[src/rtl/bfly2_pkg.sv]
package bfly2_pkg;
  // Step codes; the order of acceptance is 0,1,2,3 and the code equals the
  // output component index computed in that step.
  typedef enum logic [1:0] {
    CMD_LOAD_A  = 2'd0,
    CMD_LOAD_B  = 2'd1,
    CMD_STORE_R = 2'd2,
    CMD_STORE_S = 2'd3
  } bfly_cmd_e;

  localparam int unsigned NCOMP = 4;  // components per 128-bit word
endpackage

[src/rtl/bfly2_rstsync.sv]
module bfly2_rstsync #(
  parameter int unsigned STAGES = 2
) (
  input  logic clk,
  input  logic rst_n,
  output logic rst_q_n
);
  logic [STAGES-1:0] sync_q;

  always_ff @(posedge clk or negedge rst_n) begin
    if (!rst_n) sync_q <= '0;
    else        sync_q <= {sync_q[STAGES-2:0], 1'b1};
  end

  assign rst_q_n = sync_q[STAGES-1];
endmodule

[src/rtl/bfly2_seq.sv]
module bfly2_seq (
  input  logic       clk,
  input  logic       rst_n,
  input  logic       step_valid,
  input  logic [1:0] step_cmd,
  output logic       step_acc,
  output logic       seq_err
);
  logic [1:0] exp_q, exp_d;
  logic       err_d;

  always_comb begin
    step_acc = step_valid && (step_cmd == exp_q);
    exp_d    = step_acc ? exp_q + 2'd1 : exp_q;
    err_d    = step_valid && !step_acc;
  end

  always_ff @(posedge clk or negedge rst_n) begin
    if (!rst_n) begin
      exp_q   <= 2'd0;
      seq_err <= 1'b0;
    end else begin
      exp_q   <= exp_d;
      seq_err <= err_d;
    end
  end
endmodule

[src/rtl/bfly2_math.sv]
module bfly2_math #(
  parameter int unsigned DW   = 16,
  parameter int unsigned FRAC = 15
) (
  input  logic signed [DW-1:0] a_re,
  input  logic signed [DW-1:0] a_im,
  input  logic signed [DW-1:0] b_re,
  input  logic signed [DW-1:0] b_im,
  input  logic signed [DW-1:0] c_re,
  input  logic signed [DW-1:0] c_im,
  input  logic                 sel_im,
  output logic        [DW-1:0] r_out,
  output logic        [DW-1:0] s_out
);
  localparam int unsigned PW = 2 * DW;
  localparam int unsigned SW = PW + 1;
  localparam logic signed [SW-1:0] HALF = {{(SW-1){1'b0}}, 1'b1} << (FRAC - 1);

  logic signed [DW-1:0] d_re, d_im, mul0_k, mul1_k;
  logic signed [PW-1:0] prod0, prod1;
  logic signed [SW-1:0] acc;

  always_comb begin
    d_re   = a_re - b_re;                // wraps to DW bits
    d_im   = a_im - b_im;
    mul0_k = sel_im ? c_im : c_re;       // multiplier 0 always takes d_re
    mul1_k = sel_im ? c_re : c_im;       // multiplier 1 always takes d_im
    prod0  = d_re * mul0_k;
    prod1  = d_im * mul1_k;
    acc    = sel_im ? (SW'(prod0) + SW'(prod1)) : (SW'(prod0) - SW'(prod1));
    s_out  = DW'((acc + HALF) >>> FRAC);
    r_out  = sel_im ? DW'(a_im + b_im) : DW'(a_re + b_re);
  end
endmodule

[src/rtl/bfly2_pipe.sv]
module bfly2_pipe
  import bfly2_pkg::*;
#(
  parameter int unsigned DW   = 16,
  parameter int unsigned LANE = 32,
  parameter int unsigned FRAC = 15
) (
  input  logic                   clk,
  input  logic                   rst_n,
  input  logic                   step_valid,
  input  logic [1:0]             step_cmd,
  input  logic [NCOMP*LANE-1:0]  ld_data,
  input  logic [DW-1:0]          tw_re,
  input  logic [DW-1:0]          tw_im,
  output logic                   st_valid,
  output logic [NCOMP*LANE-1:0]  st_data,
  output logic                   seq_err
);
  localparam int unsigned NC = NCOMP;
  localparam int unsigned WW = NC * LANE;
  localparam int unsigned XW = LANE - DW;

  typedef logic [NC-1:0][DW-1:0]   comp_t;
  typedef logic [NC-2:0][DW-1:0]   part_t;

  logic rst_q_n;
  logic step_acc;
  logic en_lda, en_ldb, en_str, en_sts;
  logic bsel;

  comp_t ld_comp;
  logic [NC*XW-1:0] ld_unused_hi;

  comp_t sh_a_q, sh_a_d, sh_b_q, sh_b_d;   // input shadow stage
  comp_t wk_a_q, wk_a_d, wk_b_q, wk_b_d;   // working operands
  part_t part_r_q, part_r_d, part_s_q, part_s_d;
  comp_t ob_r_q, ob_r_d, ob_s_q, ob_s_d;   // result buffer
  logic [WW-1:0] st_r_wide, st_s_wide, st_data_d;
  logic          st_valid_d;
  logic [DW-1:0] r_part, s_part;

  bfly2_rstsync #(.STAGES(2)) u_rst (
    .clk     (clk),
    .rst_n   (rst_n),
    .rst_q_n (rst_q_n)
  );

  bfly2_seq u_seq (
    .clk        (clk),
    .rst_n      (rst_q_n),
    .step_valid (step_valid),
    .step_cmd   (step_cmd),
    .step_acc   (step_acc),
    .seq_err    (seq_err)
  );

  // Step code selects butterfly (bit 1) and real/imag component (bit 0).
  assign bsel = step_cmd[1];

  bfly2_math #(.DW(DW), .FRAC(FRAC)) u_math (
    .a_re   (wk_a_q[{bsel, 1'b0}]),
    .a_im   (wk_a_q[{bsel, 1'b1}]),
    .b_re   (wk_b_q[{bsel, 1'b0}]),
    .b_im   (wk_b_q[{bsel, 1'b1}]),
    .c_re   (tw_re),
    .c_im   (tw_im),
    .sel_im (step_cmd[0]),
    .r_out  (r_part),
    .s_out  (s_part)
  );

  // Lane unpack / pack
  always_comb begin
    for (int k = 0; k < NC; k++) begin
      ld_comp[k]                 = ld_data[k*LANE +: DW];
      ld_unused_hi[k*XW +: XW]   = ld_data[k*LANE+DW +: XW];
      st_r_wide[k*LANE +: LANE]  = {{XW{ob_r_q[k][DW-1]}}, ob_r_q[k]};
      st_s_wide[k*LANE +: LANE]  = {{XW{ob_s_q[k][DW-1]}}, ob_s_q[k]};
    end
  end

  // Clock enables
  always_comb begin
    en_lda = step_acc && (step_cmd == CMD_LOAD_A);
    en_ldb = step_acc && (step_cmd == CMD_LOAD_B);
    en_str = step_acc && (step_cmd == CMD_STORE_R);
    en_sts = step_acc && (step_cmd == CMD_STORE_S);
  end

  // Next-state
  always_comb begin
    sh_a_d = en_lda ? ld_comp : sh_a_q;
    sh_b_d = en_ldb ? ld_comp : sh_b_q;
    wk_a_d = en_sts ? sh_a_q  : wk_a_q;
    wk_b_d = en_sts ? sh_b_q  : wk_b_q;

    part_r_d = part_r_q;
    part_s_d = part_s_q;
    for (int k = 0; k < NC - 1; k++) begin
      if (step_acc && (step_cmd == 2'(k))) begin
        part_r_d[k] = r_part;
        part_s_d[k] = s_part;
      end
    end

    ob_r_d = en_sts ? {r_part, part_r_q} : ob_r_q;
    ob_s_d = en_sts ? {s_part, part_s_q} : ob_s_q;

    st_valid_d = en_str || en_sts;
    if (en_str)      st_data_d = st_r_wide;
    else if (en_sts) st_data_d = st_s_wide;
    else             st_data_d = st_data;
  end

  // Registers
  always_ff @(posedge clk or negedge rst_q_n) begin
    if (!rst_q_n) begin
      sh_a_q   <= '0;
      sh_b_q   <= '0;
      wk_a_q   <= '0;
      wk_b_q   <= '0;
      part_r_q <= '0;
      part_s_q <= '0;
      ob_r_q   <= '0;
      ob_s_q   <= '0;
      st_valid <= 1'b0;
      st_data  <= '0;
    end else begin
      sh_a_q   <= sh_a_d;
      sh_b_q   <= sh_b_d;
      wk_a_q   <= wk_a_d;
      wk_b_q   <= wk_b_d;
      part_r_q <= part_r_d;
      part_s_q <= part_s_d;
      ob_r_q   <= ob_r_d;
      ob_s_q   <= ob_s_d;
      st_valid <= st_valid_d;
      st_data  <= st_data_d;
    end
  end
endmodule

[config.mk]
export PLATFORM = sky130hd
export DESIGN_NAME = bfly2_pipe
export DESIGN_NICKNAME = d
export VERILOG_FILES = /design/src/rtl/bfly2_pkg.sv /design/src/rtl/bfly2_rstsync.sv /design/src/rtl/bfly2_seq.sv /design/src/rtl/bfly2_math.sv /design/src/rtl/bfly2_pipe.sv
export SDC_FILE = /design/constraint.sdc
export NUM_CORES = 2
export LEC_CHECK = 0
export ABC_AREA = 1
export BUFFER_PORTS_ARGS = -buffer_cell sky130_fd_sc_hd__buf_2
export CAP_MARGIN = 20
export CORE_UTILIZATION = 38
export DETAILED_ROUTE_END_ITERATION = 10
export PLACE_DENSITY = 0.56
export SETUP_SLACK_MARGIN = 0.05
export SYNTH_ARGS = -nofsm -noshare
export SYNTH_HDL_FRONTEND = slang
export SYNTH_HIERARCHICAL = 1
export SYNTH_SLANG_ARGS = --single-unit
[constraint.sdc]
create_clock -name clk -period 27.8 [get_ports clk]
set_clock_uncertainty 0.15 [all_clocks]
set_input_delay 5.56 -clock clk [delete_from_list [all_inputs] [get_ports clk]]
set_output_delay 5.56 -clock clk [all_outputs]
set_load 0.02 [all_outputs]
# [Word-level counts from Yosys, hierarchy flattened]
# Index checks and enable logic that the tools add are counted.
# W data, S select, Z words.
[totals] register_bits=614 latchBits=0 ramBits=0 rom_bits=0 inputBits=165 elab_cells=75 mem_count=0
[op_classes] n_addsub=8 n_mul=2 div_mod_pow=0 magnitude_cmp=2 n_eq_ne=4 n_shift=0 n_mux=14 n_bitwise=0 n_reduce_logical=10
[ops] op="$mux W128" n=2
[ops] op="$mux W16" n=11
[ops] op="$mul A16 B16 Y31" n=2
[ops] op="$add A16 B16 Y16" n=2
[ops] op="$sub A16 B16 Y16" n=2
[ops] op="$add A31 B16 Y31 const B" n=1
[ops] op="$add A31 B31 Y31" n=1
[ops] op="$mux W31" n=1
[ops] op="$sub A31 B31 Y31" n=1
[ops] op="$logic_and A1 B1 Y1" n=6
[ops] op="$lt A2 B3 Y1 const B" n=2
[ops] op="$eq A2 B2 Y1 const B" n=2
[ops] op="$add A2 B1 Y2 const B" n=1
[ops] op="$eq A2 B1 Y1 const B" n=1
[ops] op="$eq A2 B2 Y1" n=1
[ops] op="$logic_not A2 Y1" n=1
[ops] op="$reduce_bool A2 Y1" n=1
[ops] op="$logic_not A1 Y1" n=1
[ops] op="$logic_or A1 B1 Y1" n=1

# [Logic depth before layout (Yosys ltp)]
[depth] ltp_word=7 depth_mapped=67 depth_no_buf=63

# [By module]
# The synthesis kept the hierarchy.
[modules_own_cells] mod="bfly2_math" instances=1 cells_each=3591 area_per_inst_um2=26004.9
[modules_own_cells] mod="bfly2_pipe" instances=1 cells_each=2646 area_per_inst_um2=23080.9
[modules_own_cells] mod="bfly2_seq" instances=1 cells_each=22 area_per_inst_um2=168.9
[modules_own_cells] mod="bfly2_rstsync" instances=1 cells_each=3 area_per_inst_um2=53.8

# [Least setup slack after synthesis]
# Ideal clock, no wire load.
[synth_timing] path_type="input to register" startpoint="in step_cmd[1]" endpoint="reg part_s_q[27] (netlist bit)" setup_ps=83 arrival_ps=15179 required_ps=27567 slack_ps=12389 path_stages=62 path_cell_list="buf_4 -> buf_4 -> buf_2 -> buf_2 -> nand2_1 -> o21ai_0 -> inv_1 -> ha_1 -> inv_1 -> fa_1 -> nand3_1 -> and2_1 -> inv_1 -> a21oi_1 -> or2_2 -> nand2_1 -> a21oi_1 -> or2_2 -> [... 26 more ...] -> nor2_2 -> nor2_1 -> xor2_1 -> ha_1 -> a21o_1 -> a31oi_1 -> o21ai_1 -> a21oi_1 -> nand2_2 -> nand2_1 -> nand2_2 -> xor2_4 -> nand2_2 -> nor2_1 -> nand3_1 -> xor2_1 -> inv_1 -> o21ai_0"
[synth_between] elab_chain_cells=7 elab_cells_between_ends=20 cone_classes="add/sub (5); mul (2); eq/ne (2); mux (9); reduce/logical (2)"
[synth_rtl] item="start: declaration" line="bfly2_pipe.sv:11" text="input logic [1:0] step_cmd,"
[synth_rtl] item="$mux W16, on equally long branches (2 in a row)"
[synth_rtl] item="$sub A16 B16 Y16, on equally long branches" line="bfly2_math.sv:24, bfly2_math.sv:25"
[synth_rtl] item="$mul A16 B16 Y31, on equally long branches" line="bfly2_math.sv:28, bfly2_math.sv:29"
[synth_rtl] item="$sub A31 B31 Y31 / $add A31 B31 Y31 (equally long branches)" line="bfly2_math.sv:30" text="acc = sel_im ? (SW'(prod0) + SW'(prod1)) : (SW'(prod0) - SW'(prod1));"
[synth_rtl] item="$mux W31 *" line="bfly2_math.sv:30"
[synth_rtl] item="$add A31 B16 Y31 *" line="bfly2_math.sv:31" text="s_out = DW'((acc + HALF) >>> FRAC);"
[synth_rtl] item="via s_part[11]" line="bfly2_pipe.sv:40" text="logic [DW-1:0] r_part, s_part;"
[synth_rtl] item="end signal: assignment" line="bfly2_pipe.sv:134" text="part_s_q <= part_s_d;"
[synth_rtl] item="end: declaration" line="bfly2_pipe.sv:36" text="part_t part_r_q, part_r_d, part_s_q, part_s_d;"
# The timed path passes the listed nets; every way through them passes the cells marked *. The select of a mux whose other input is x is not followed.
# A chain may end at the register's enable or synchronous reset.

# [Worst setup path after layout]
# Same ends and word-level chain as after synthesis.

==> summary.txt <==
Clock network
  – Clock sink count: 550
  – CTS Buffer Depth: 3
  – Post-CTS setup buffers: 0
  – CTS tree: yes
  – Post-CTS Resized: 0
  – Worst-skew pair later-pin latency: 0.65 ns
  – H-tree levels: 2
  – CTS Hold Buffers Added: 0
  – Worst-path clk slew: 0.06 ns
  – CTS root buffer: clkbuf_16
  – Total CTS buffers: 58

Routing
  – Routed Antenna Nets: 0
  – Drt initial violations: 2781
  – Via density: 4.98
  – TritonRoute pass-1 iters: 5
  – Wire length after detailed routing: 145000 um
  – Routed len/inst: 18.0 um
  – # DRC: 0
  – Routed via count: 40.1k

Min path
  – Hold path start: u_rst/sync_q[0]
  – Hold Crit Endpoint: u_rst/sync_q[1]
  – Hold Path Cell Cnt: 0
  – Min-delay worst type: flop to flop

Global route
  – Initial antenna violation count: 5
  – Global Route Usage Sum: about 22%
  – Vias in the first global route: 39.4k
  – Final global-route overflow total: 0
  – Largest net degree at the start of global routing: roughly 120
  – First-pass GRT wire length: 228000 um

Critical path
  – Crit path from: step_cmd[1]
  – Worst r2r src: wk_a_q[17]
  – R2R setup slack: 15.55 ns
  – Critical path's most frequent cell: nand2_1
  – Crit-path slowest cell: buf_4
  – Worst path required time: ~28 ns
  – FF-to-FF path depth: 49
  – Worst Setup End Kind: flop
  – WP data arrival: ~18 ns
  – CP max stage delay: roughly 0.62 ns
  – Worst setup SP type: input pin
  – Crit path kind: input pin to flop
  – CP Max Fanout: 67
  – Worst r2r dst: part_s_q[27]

Placed design
  – Port-buffer cells: between 200 and 250
  – Post-DP HPWL: 110000 um
  – RD Place Congestion: 0.944

Yosys
  – Post-synthesis sequential area ratio: 27.9%
  – Post-synth EDFFs: 0
  – Post-Syn Area per Cell: 7.87 um2
  – YS warnings: 6
  – Syn_nets: 7194
  – Top_reg_cell synth: dfrtp_1
  – Synth top area share: 27.9%
  – Synthesized area: about 0.05 mm2
  – Number of distinct library cells after synthesis: 62
  – Largest cells by area after synthesis: dfrtp_1 (28%), fa_1 (21%), nand2_1 (13%)
  – Synth area leader: dfrtp_1
  – Yosys reg bits: 550
  – Share of synthesized registers carrying an async set or reset: 100%
  – Cell count after synthesis: 6262

Timing
  – Max-slew violations: 0
  – Endpoints failing setup: 0
  – Worst Tran Pin Value: 1.25 ns
  – Final min period: roughly 18 ns
  – Setup_tns: 0 ns
  – Max-slew headroom: 16.6%
  – RSZ-0062 raised after global routing: false
  – Part of the cycle the worst path needs: a little under two thirds
  – Final Hold Violating Endpoints: 0
  – F_max: approximately 56 MHz

Die
  – FP Rows: 131
  – Die area: between 0.1 and 0.15 mm2
  – Die Ht: 362 um
  – IO Pins: 295
  – Die X: 362 um
  – Initial Util: 38.5%
  – Placeable Area: 0.128 mm2

Finish
  – Nets: 7223
  – Most frequent cells in the layout: nand2_1 (1699), inv_1 (1071), dfrtp_1 (549), fa_1 (516), o21ai_0 (514)
  – Share of cells above drive strength 1: 8.20%
  – Layout filler cell count: 13.3k
  – Synthesis-to-layout area growth: 8.32%
  – Commonest non-fill, non-tap cell in the layout: nand2_1

Flow run
  – Max Cap Violations: 0

Status
  – Status: complete, no violations
-- through the flow --
stage	cells	setup slack, ns	instance area (um2)	hold slack, ns	util [%]
6_report	8061	10.07	53400	0.202	41.7
5_1_grt	8060	9.34	53400	0.217	41.7
4_1_cts	8059	10.12	53400	0.206	41.6
3_5_place_dp	7959	9.45	51500	0.192	40.2
3_3_place_gp	7958	9.52	51500	0.188	40.2
2_1_floorplan	6262	11.19	49300	0.181	-
-- cell usage after synthesis, types with 27 or more instances --
| master | instances |
|---|---|
| dfrtp_1 | 550 |
| nand2_2 | 29 |
| xor2_1 | 84 |
| inv_1 | 1072 |
| nand2_1 | 1700 |
| buf_2 | 69 |
| nor2_1 | 373 |
| o21ai_0 | 523 |
| ha_1 | 251 |
| xnor2_1 | 27 |
| a21oi_1 | 138 |
| buf_4 | 100 |
| o21ai_1 | 32 |
| fa_1 | 516 |
| nand4_1 | 155 |
| clkbuf_1 | 139 |
| nand3_1 | 274 |
-- metal layers --
layer | vias to the layer above | part of all wire [%] | track usage, %
met4 | 4 | 2.7 | 5.69
met2 | 1083 | 45 | 36.0
met1 | 19594 | 47 | 31.2
met3 | 168 | 5.3 | 2.58
met5 | - | 0.016 | 0
li1 | 19276 | - | -
-- layout make-up --
class	count	area, um2	share of cell area [%]
Clock inverter	16	138	0.258
Multi-Input combinational cell	4285	29800	55.7
Clock buffer	84	1720	3.22
Antenna cell	1	2.50	0.00469
Timing Repair Buffer	303	1740	3.25
Tap cell	1729	2160	4.05
Sequential cell	550	13800	25.8
Inverter	1093	4120	7.70
-- cell families (layout without fill, tap and decap cells) --
logic type	count (synthesis)	count (layout)	synth area share [%]
adder cells (fa/ha/maj)	767	767	27.3
flip-flops	550	550	27.9
other	1	2	0.00761
AND/OR/NAND/NOR	2640	2640	22.6
multiplexers	2	2	0.0406
XOR/XNOR	116	116	2.18
AO/OA/AOI/OAI	759	759	8.09
buffers and inverters	1427	1496	11.9
-- registers in the layout (all words and copies together) (netlist names), 48 cells and up --
name,cells
ob_r_q,64
ob_s_q,64
sh_a_q,64
sh_b_q,64
st_data,64
wk_a_q,64
wk_b_q,64
part_r_q,48
part_s_q,48
-- worst max-delay path: cells and delay by family --
family | cells | cell delay (ns)
xor+xnor | 3 | 1.65
buf+inv | 10 | 1.80
simple gates | 20 | 2.77
fa+ha+maj | 10 | 4.28
compound gates | 10 | 1.93
-- worst max path at each step --
| stage | end | slack (ns) | cells after the start |
|---|---|---|---|
| after floorplan | ob_r_q[0] | 11.19 | 0 |
| after global placement | part_s_q[27] | 9.52 | 52 |
| after detailed placement | part_s_q[27] | 9.45 | 52 |
| after CTS | part_s_q[27] | 10.12 | 52 |
| after global routing | part_s_q[31] | 9.34 | 59 |
| final | part_s_q[27] | 10.07 | 53 |
Power is not shown: default switching activity piles up to over one toggle a cycle in this logic, so the estimate is an artifact.
